===== src/rtl/shaper_pkg.sv =====
package shaper_pkg;
  localparam int FRAC_W      = 8;   // credit kept in 1/256 byte
  localparam int MAN_W       = 8;
  localparam int EXP_W       = 4;
  localparam int MAX_DIV_EXP = 12;
  // largest burst capacity is 511 << 16, plus headroom for one credit add
  localparam int LVL_W       = MAN_W + 1 + (1 << EXP_W) + 1;

  typedef enum logic [1:0] {
    COL_GREEN  = 2'd0,
    COL_YELLOW = 2'd1,
    COL_RED    = 2'd2
  } colour_e;

  typedef struct packed {
    logic [EXP_W-1:0] burst_exp;
    logic [MAN_W-1:0] burst_man;
    logic [EXP_W-1:0] div_exp;
    logic [EXP_W-1:0] rate_exp;
    logic [MAN_W-1:0] rate_man;
    logic             en;
  } bucket_cfg_t;

  function automatic bucket_cfg_t unpack_cfg(input logic [63:0] w);
    bucket_cfg_t c;
    c.en        = w[0];
    c.rate_man  = w[8:1];
    c.rate_exp  = w[12:9];
    c.div_exp   = w[16:13];
    c.burst_man = w[36:29];
    c.burst_exp = w[40:37];
    return c;
  endfunction

  function automatic logic [LVL_W-1:0] burst_cap(input bucket_cfg_t c);
    return LVL_W'({1'b1, c.burst_man}) << ({1'b0, c.burst_exp} + 5'd1);
  endfunction

  function automatic logic [LVL_W-1:0] rate_credit(input bucket_cfg_t c);
    return LVL_W'({1'b1, c.rate_man}) << c.rate_exp;
  endfunction
endpackage


===== src/rtl/shaper_wheel.sv =====
module shaper_wheel #(
  parameter int TICKS   = 860,
  parameter int MAX_DIV = 12
) (
  input  logic       clk,
  input  logic       rst_n,
  input  logic       restart,
  input  logic       en,
  input  logic [3:0] div_exp,
  output logic       tick
);
  localparam int CNT_W = $clog2(TICKS) + MAX_DIV + 1;

  logic [CNT_W-1:0] cnt_q, cnt_d, limit;
  logic [3:0]       div_eff;
  logic             cnt_en;

  always_comb begin
    div_eff = (div_exp > 4'(MAX_DIV)) ? 4'(MAX_DIV) : div_exp;
    limit   = (CNT_W'(TICKS) << div_eff) - CNT_W'(1);
    tick    = en && !restart && (cnt_q == limit);
    cnt_en  = restart || en;
    if (restart || cnt_q == limit) cnt_d = '0;
    else                           cnt_d = cnt_q + CNT_W'(1);
  end

  always_ff @(posedge clk or negedge rst_n) begin
    if (!rst_n)      cnt_q <= '0;
    else if (cnt_en) cnt_q <= cnt_d;
  end
endmodule


===== src/rtl/shaper_bucket.sv =====
module shaper_bucket
  import shaper_pkg::*;
#(
  parameter int LEN_W = 16
) (
  input  logic             clk,
  input  logic             rst_n,
  input  logic             load,
  input  logic [63:0]      cfg_word,
  input  logic             tick,
  input  logic             take,
  input  logic [LEN_W-1:0] len,
  output bucket_cfg_t      cfg_q,
  output logic [LVL_W-1:0] level,
  output logic [LVL_W-1:0] cap,
  output logic             fits
);
  localparam int NEED_W = LEN_W + FRAC_W;
  localparam int CMP_W  = (LVL_W > NEED_W) ? LVL_W : NEED_W;

  bucket_cfg_t      cfg_new;
  logic [CMP_W-1:0] need;
  logic [LVL_W-1:0] drained, lvl_d;
  logic [LVL_W:0]   grown;
  logic             take_eff, lvl_en;

  always_comb begin
    cfg_new  = unpack_cfg(cfg_word);
    cap      = burst_cap(cfg_q);
    need     = CMP_W'(len) << FRAC_W;
    fits     = !cfg_q.en || (CMP_W'(level) >= need);
    take_eff = take && cfg_q.en && fits;
    drained  = level - (take_eff ? need[LVL_W-1:0] : '0);
    grown    = {1'b0, drained} + (tick ? {1'b0, rate_credit(cfg_q)} : '0);
    if (load)                      lvl_d = burst_cap(cfg_new);
    else if (grown > {1'b0, cap})  lvl_d = cap;
    else                           lvl_d = grown[LVL_W-1:0];
    lvl_en   = load || take_eff || tick;
  end

  always_ff @(posedge clk or negedge rst_n) begin
    if (!rst_n)    cfg_q <= '0;
    else if (load) cfg_q <= cfg_new;
  end

  always_ff @(posedge clk or negedge rst_n) begin
    if (!rst_n)      level <= '0;
    else if (lvl_en) level <= lvl_d;
  end
endmodule


===== src/rtl/dual_bucket_shaper.sv =====
module dual_bucket_shaper
  import shaper_pkg::*;
#(
  parameter int TICKS = 860,
  parameter int LEN_W = 16
) (
  input  logic             clk,
  input  logic             rst_n,
  input  logic             cfg_we,
  input  logic             cfg_sel,
  input  logic [63:0]      cfg_data,
  input  logic             pkt_valid,
  input  logic [LEN_W-1:0] pkt_len,
  output logic             col_valid,
  output logic [1:0]       col
);
  localparam int NB = 2;  // index 0 committed, 1 peak

  logic [NB-1:0]            fits_w, tick_w, take_w, load_w;
  logic [NB-1:0][LVL_W-1:0] lvl_w, cap_w;
  logic [NB-1:0]            en_w;
  colour_e                  col_d;
  logic                     unused_bits;

  assign unused_bits = ^{cfg_data[63:41], cfg_data[28:17]};

  for (genvar b = 0; b < NB; b++) begin : g_bucket
    bucket_cfg_t cfg_b;
    assign load_w[b] = cfg_we && (cfg_sel == 1'(b));
    assign en_w[b]   = cfg_b.en;

    shaper_wheel #(.TICKS(TICKS), .MAX_DIV(MAX_DIV_EXP)) u_wheel (
      .clk(clk), .rst_n(rst_n), .restart(load_w[b]), .en(cfg_b.en),
      .div_exp(cfg_b.div_exp), .tick(tick_w[b])
    );

    shaper_bucket #(.LEN_W(LEN_W)) u_bucket (
      .clk(clk), .rst_n(rst_n), .load(load_w[b]), .cfg_word(cfg_data),
      .tick(tick_w[b]), .take(take_w[b]), .len(pkt_len),
      .cfg_q(cfg_b), .level(lvl_w[b]), .cap(cap_w[b]), .fits(fits_w[b])
    );
  end

  always_comb begin
    if (fits_w[0] && fits_w[1]) col_d = COL_GREEN;
    else if (fits_w[1])         col_d = COL_YELLOW;
    else                        col_d = COL_RED;
    take_w[0] = pkt_valid && (col_d == COL_GREEN);
    take_w[1] = pkt_valid && (col_d != COL_RED);
  end

  always_ff @(posedge clk or negedge rst_n) begin
    if (!rst_n) col_valid <= 1'b0;
    else        col_valid <= pkt_valid;
  end

  always_ff @(posedge clk or negedge rst_n) begin
    if (!rst_n)         col <= 2'd0;
    else if (pkt_valid) col <= col_d;
  end
endmodule


===== config.mk =====
export PLATFORM = sky130hd
export DESIGN_NAME = dual_bucket_shaper
export DESIGN_NICKNAME = d
export VERILOG_FILES = /design/src/rtl/shaper_pkg.sv /design/src/rtl/shaper_wheel.sv /design/src/rtl/shaper_bucket.sv /design/src/rtl/dual_bucket_shaper.sv
export SDC_FILE = /design/constraint.sdc
export NUM_CORES = 1
export LEC_CHECK = 0
export ABC_AREA = 1
export BUFFER_PORTS_ARGS = -buffer_cell sky130_fd_sc_hd__buf_2
export CORE_MARGIN = 2
export CORE_UTILIZATION = 29
export CTS_BUF_LIST = sky130_fd_sc_hd__clkbuf_8 sky130_fd_sc_hd__clkbuf_16
export CTS_CLUSTER_DIAMETER = 30
export DETAILED_ROUTE_END_ITERATION = 8
export PLACE_DENSITY = 0.46
export SYNTH_ARGS = -nofsm -noshare
export SYNTH_HDL_FRONTEND = slang
export SYNTH_SLANG_ARGS = --single-unit

===== constraint.sdc =====
create_clock -name clk -period 5.9 [get_ports clk]
set_input_delay 0 -clock clk [delete_from_list [all_inputs] [get_ports clk]]
set_output_delay 0 -clock clk [all_outputs]
set_load 0.1 [all_outputs]

==> reports/results.ini <==
[floorplan]
start_util_pct=29.2
ios=88
chipHeight_um=263
die_w_um=263
core_um2=66800
rows=95
dieArea_um2=69300

[finish]
layout.nets=4013
final_cell_mix=nand2_1, buf_4, inv_1, nor2_1, nand3_1
fillers=7160
diodes=0
drive_gt1_share_pct=29.1
final_util_pct=41.9
syn_to_final_growth_pct=43.6
layout_commonest_cell=nand2_1

[clocking]
root_buffer=clkbuf_16
cts_tree=yes
cts_made_buffers=17
clockBufferDepth=2
clock_latency_ns=0.50
htreeDepth=4
clkTransAtPathRegs_ns=0.08
clock_sinks=159

[synthesis]
synth-seq-area-share_pct=20.4
synth_top_area_share_pct=20.4
synth_edf_count=0
yosysUniqueCellTypes=55
synthCells=3184
ys_ff_latch=159
syn_area_per_cell_um2=6.12
yosys_warnings=0
synthFlopType=dfrtp_1
synth_fp_nets=3455
synth_top_area_cell=dfrtp_1
syn_area_um2=19500
synthArstFlopShare_pct=100
synth.area.top_cells=dfrtp_1, nand2_1, ha_1, nand3_1, inv_1

[min_path]
hold_path_class=input pin to async pin

[grt]
grt_pass1_vias=21300
gr-total-overflow=0
grtUsageTotal_pct=21.9
grt_pass1_wl_um=119000
antenna_found_initial=0
grt_max_degree=87

[placed_design]
routabilityCongestion=0.890
io_buffers=52
hpwlAfterDp_um=61600
dp_slack_ns=-0.868

[pwr]
p_total_w=0.0159
powerDensity_nw_per_um2=568
peakVddDrop_uv=371
p_leak_nw=14.2

[routing]
wl_per_cell_um=16.7
firstDrtPassIters=5
ant_nets=0
drt_wl_total_um=77400
drtIter0Drc=1615
drc_errors=0
routed-via-count=22500
vias_per_cell=4.87

[critical_path]
cp_max_fo=8
worstPathArrival_ns=6.77
cp-end-kind=flop
rr_worst_depth=42
slowest_stage=dfrtp_1
path_class=flop to flop
cpMostUsedCell=nand2_2
max_stage_delay_ns=0.41
crit_required_ns=6.28
worstSetupStartpointType=flop

[timing]
layout_min_cycle_time_ns=6.39
worst_hold_slack_ns=0.0740
rsz0062_at_grt=true
worst_slew_pin_slew_ns=1.09
setup_viol=52
finalHoldViolCount=0
slew_headroom_pct=27.5
fin_crit_sh_pct=108
clock_skew_ns=0.0163
setup_slack_ns=-0.490
finalMaxSlewViolations=0
max_freq_ghz=0.156

[outcome]
violations=setup timing
status=finished, violations left

[flow_run]
cap_violations=0

layer usage:
layer | share of wire [%] | vias to the layer above | routed length [um] | global-route usage, %
li1 | - | 11600 | - | -
met1 | 47 | 10400 | 36400 | 30.0
met2 | 47 | 428 | 36100 | 35.9
met3 | 3.4 | 101 | 2610 | 2.11
met4 | 3.0 | 0 | 2330 | 7.55
met5 | 0 | - | 0 | 0
through the flow:
stage	TNS, ns	cell area (um^2)	instances
2_1_floorplan	0	19600	3184
3_3_place_gp	-39.40	24300	4510
3_5_place_dp	-36.06	24300	4510
4_1_cts	-17.81	26100	4600
5_1_grt	-40.83	28000	4628
6_report	-21.91	28000	4628
area by class of cell:
type / instances / area [um^2] / share of cell area [%]
Tap cell: 873 / 1090 / 3.90
Clock buffer: 17 / 425 / 1.52
Multi-Input combinational cell: 2532 / 15900 / 56.8
Inverter: 394 / 1480 / 5.30
Timing Repair inverter: 1 / 7.51 / 0.0268
Timing Repair Buffer: 637 / 4930 / 17.6
Clock inverter: 15 / 168 / 0.599
Sequential cell: 159 / 3980 / 14.2
where the power goes:
| group | leakage, nW | switching [W] | internal (W) |
|---|---|---|---|
| Sequential | 2.05 | 0.000188 | 0.00132 |
| Clock | 0.298 | 0.000564 | 0.000635 |
| Combinational | 11.9 | 0.00703 | 0.00616 |
| Total | 14.2 | 0.00779 | 0.00812 |
path summary, 6_finish.rpt:
path,start,end,slack (ns)
max reg2reg,g_bucket[1].u_bucket.level[12],g_bucket[0].u_bucket.level[14],-0.49
min reg2reg,col[0],col[0],0.49
min,rst_n,g_bucket[1].u_wheel.cnt_q[13],0.07
max in group asynchronous,rst_n,g_bucket[0].u_bucket.cfg_q[21],4.43
max,g_bucket[1].u_bucket.level[12],g_bucket[0].u_bucket.level[14],-0.49
min in group clk,cfg_we,g_bucket[0].u_bucket.cfg_q[12],0.14
cells in the mapped netlist (42+ instances only):
library cell	instances
a21oi_1	182
inv_1	382
dfrtp_1	159
ha_1	182
nand2_1	906
nand4_1	58
nand3_1	306
nor2_1	305
xor2_1	95
nor3_1	42
clkbuf_1	74
o21ai_0	209
timing repair:
item | CTS | global route
setup endpoints to repair | 52 | 52
cloned | 4 | 3
gates resized for setup | 146 | 373
pin swaps | 68 | 150
hold buffers | 31 | 0
setup buffers | 24 | 27
hold endpoints to repair | 130 | 0
registers in the layout, summed over array words and instances (netlist names):
register and count:
g_bucket.u_bucket.cfg_q 58, g_bucket.u_bucket.level 52, g_bucket.u_wheel.cnt_q 46, col 2, col_valid 1
cells by family after synthesis:
group | synth area share, %
AOI/OAI and AO/OA | 14.0
xor gates and xnor gates | 5.48
adders and majority gates | 12.1
buffers and inverters | 9.78
DFF | 20.4
muxes | 0.719
and+or+nand+nor | 37.5
worst max-delay path: cells and delay by family (launching register included):
| kind | cells | cell delay, ns |
|---|---|---|
| compound gates | 3 | 0.44 |
| xor+xnor | 2 | 0.34 |
| fa+ha+maj | 5 | 1.37 |
| buf+inv | 4 | 0.49 |
| flops | 1 | 0.41 |
| simple gates | 28 | 3.19 |
No activity file was read; power rests on OpenSTA's default activity.
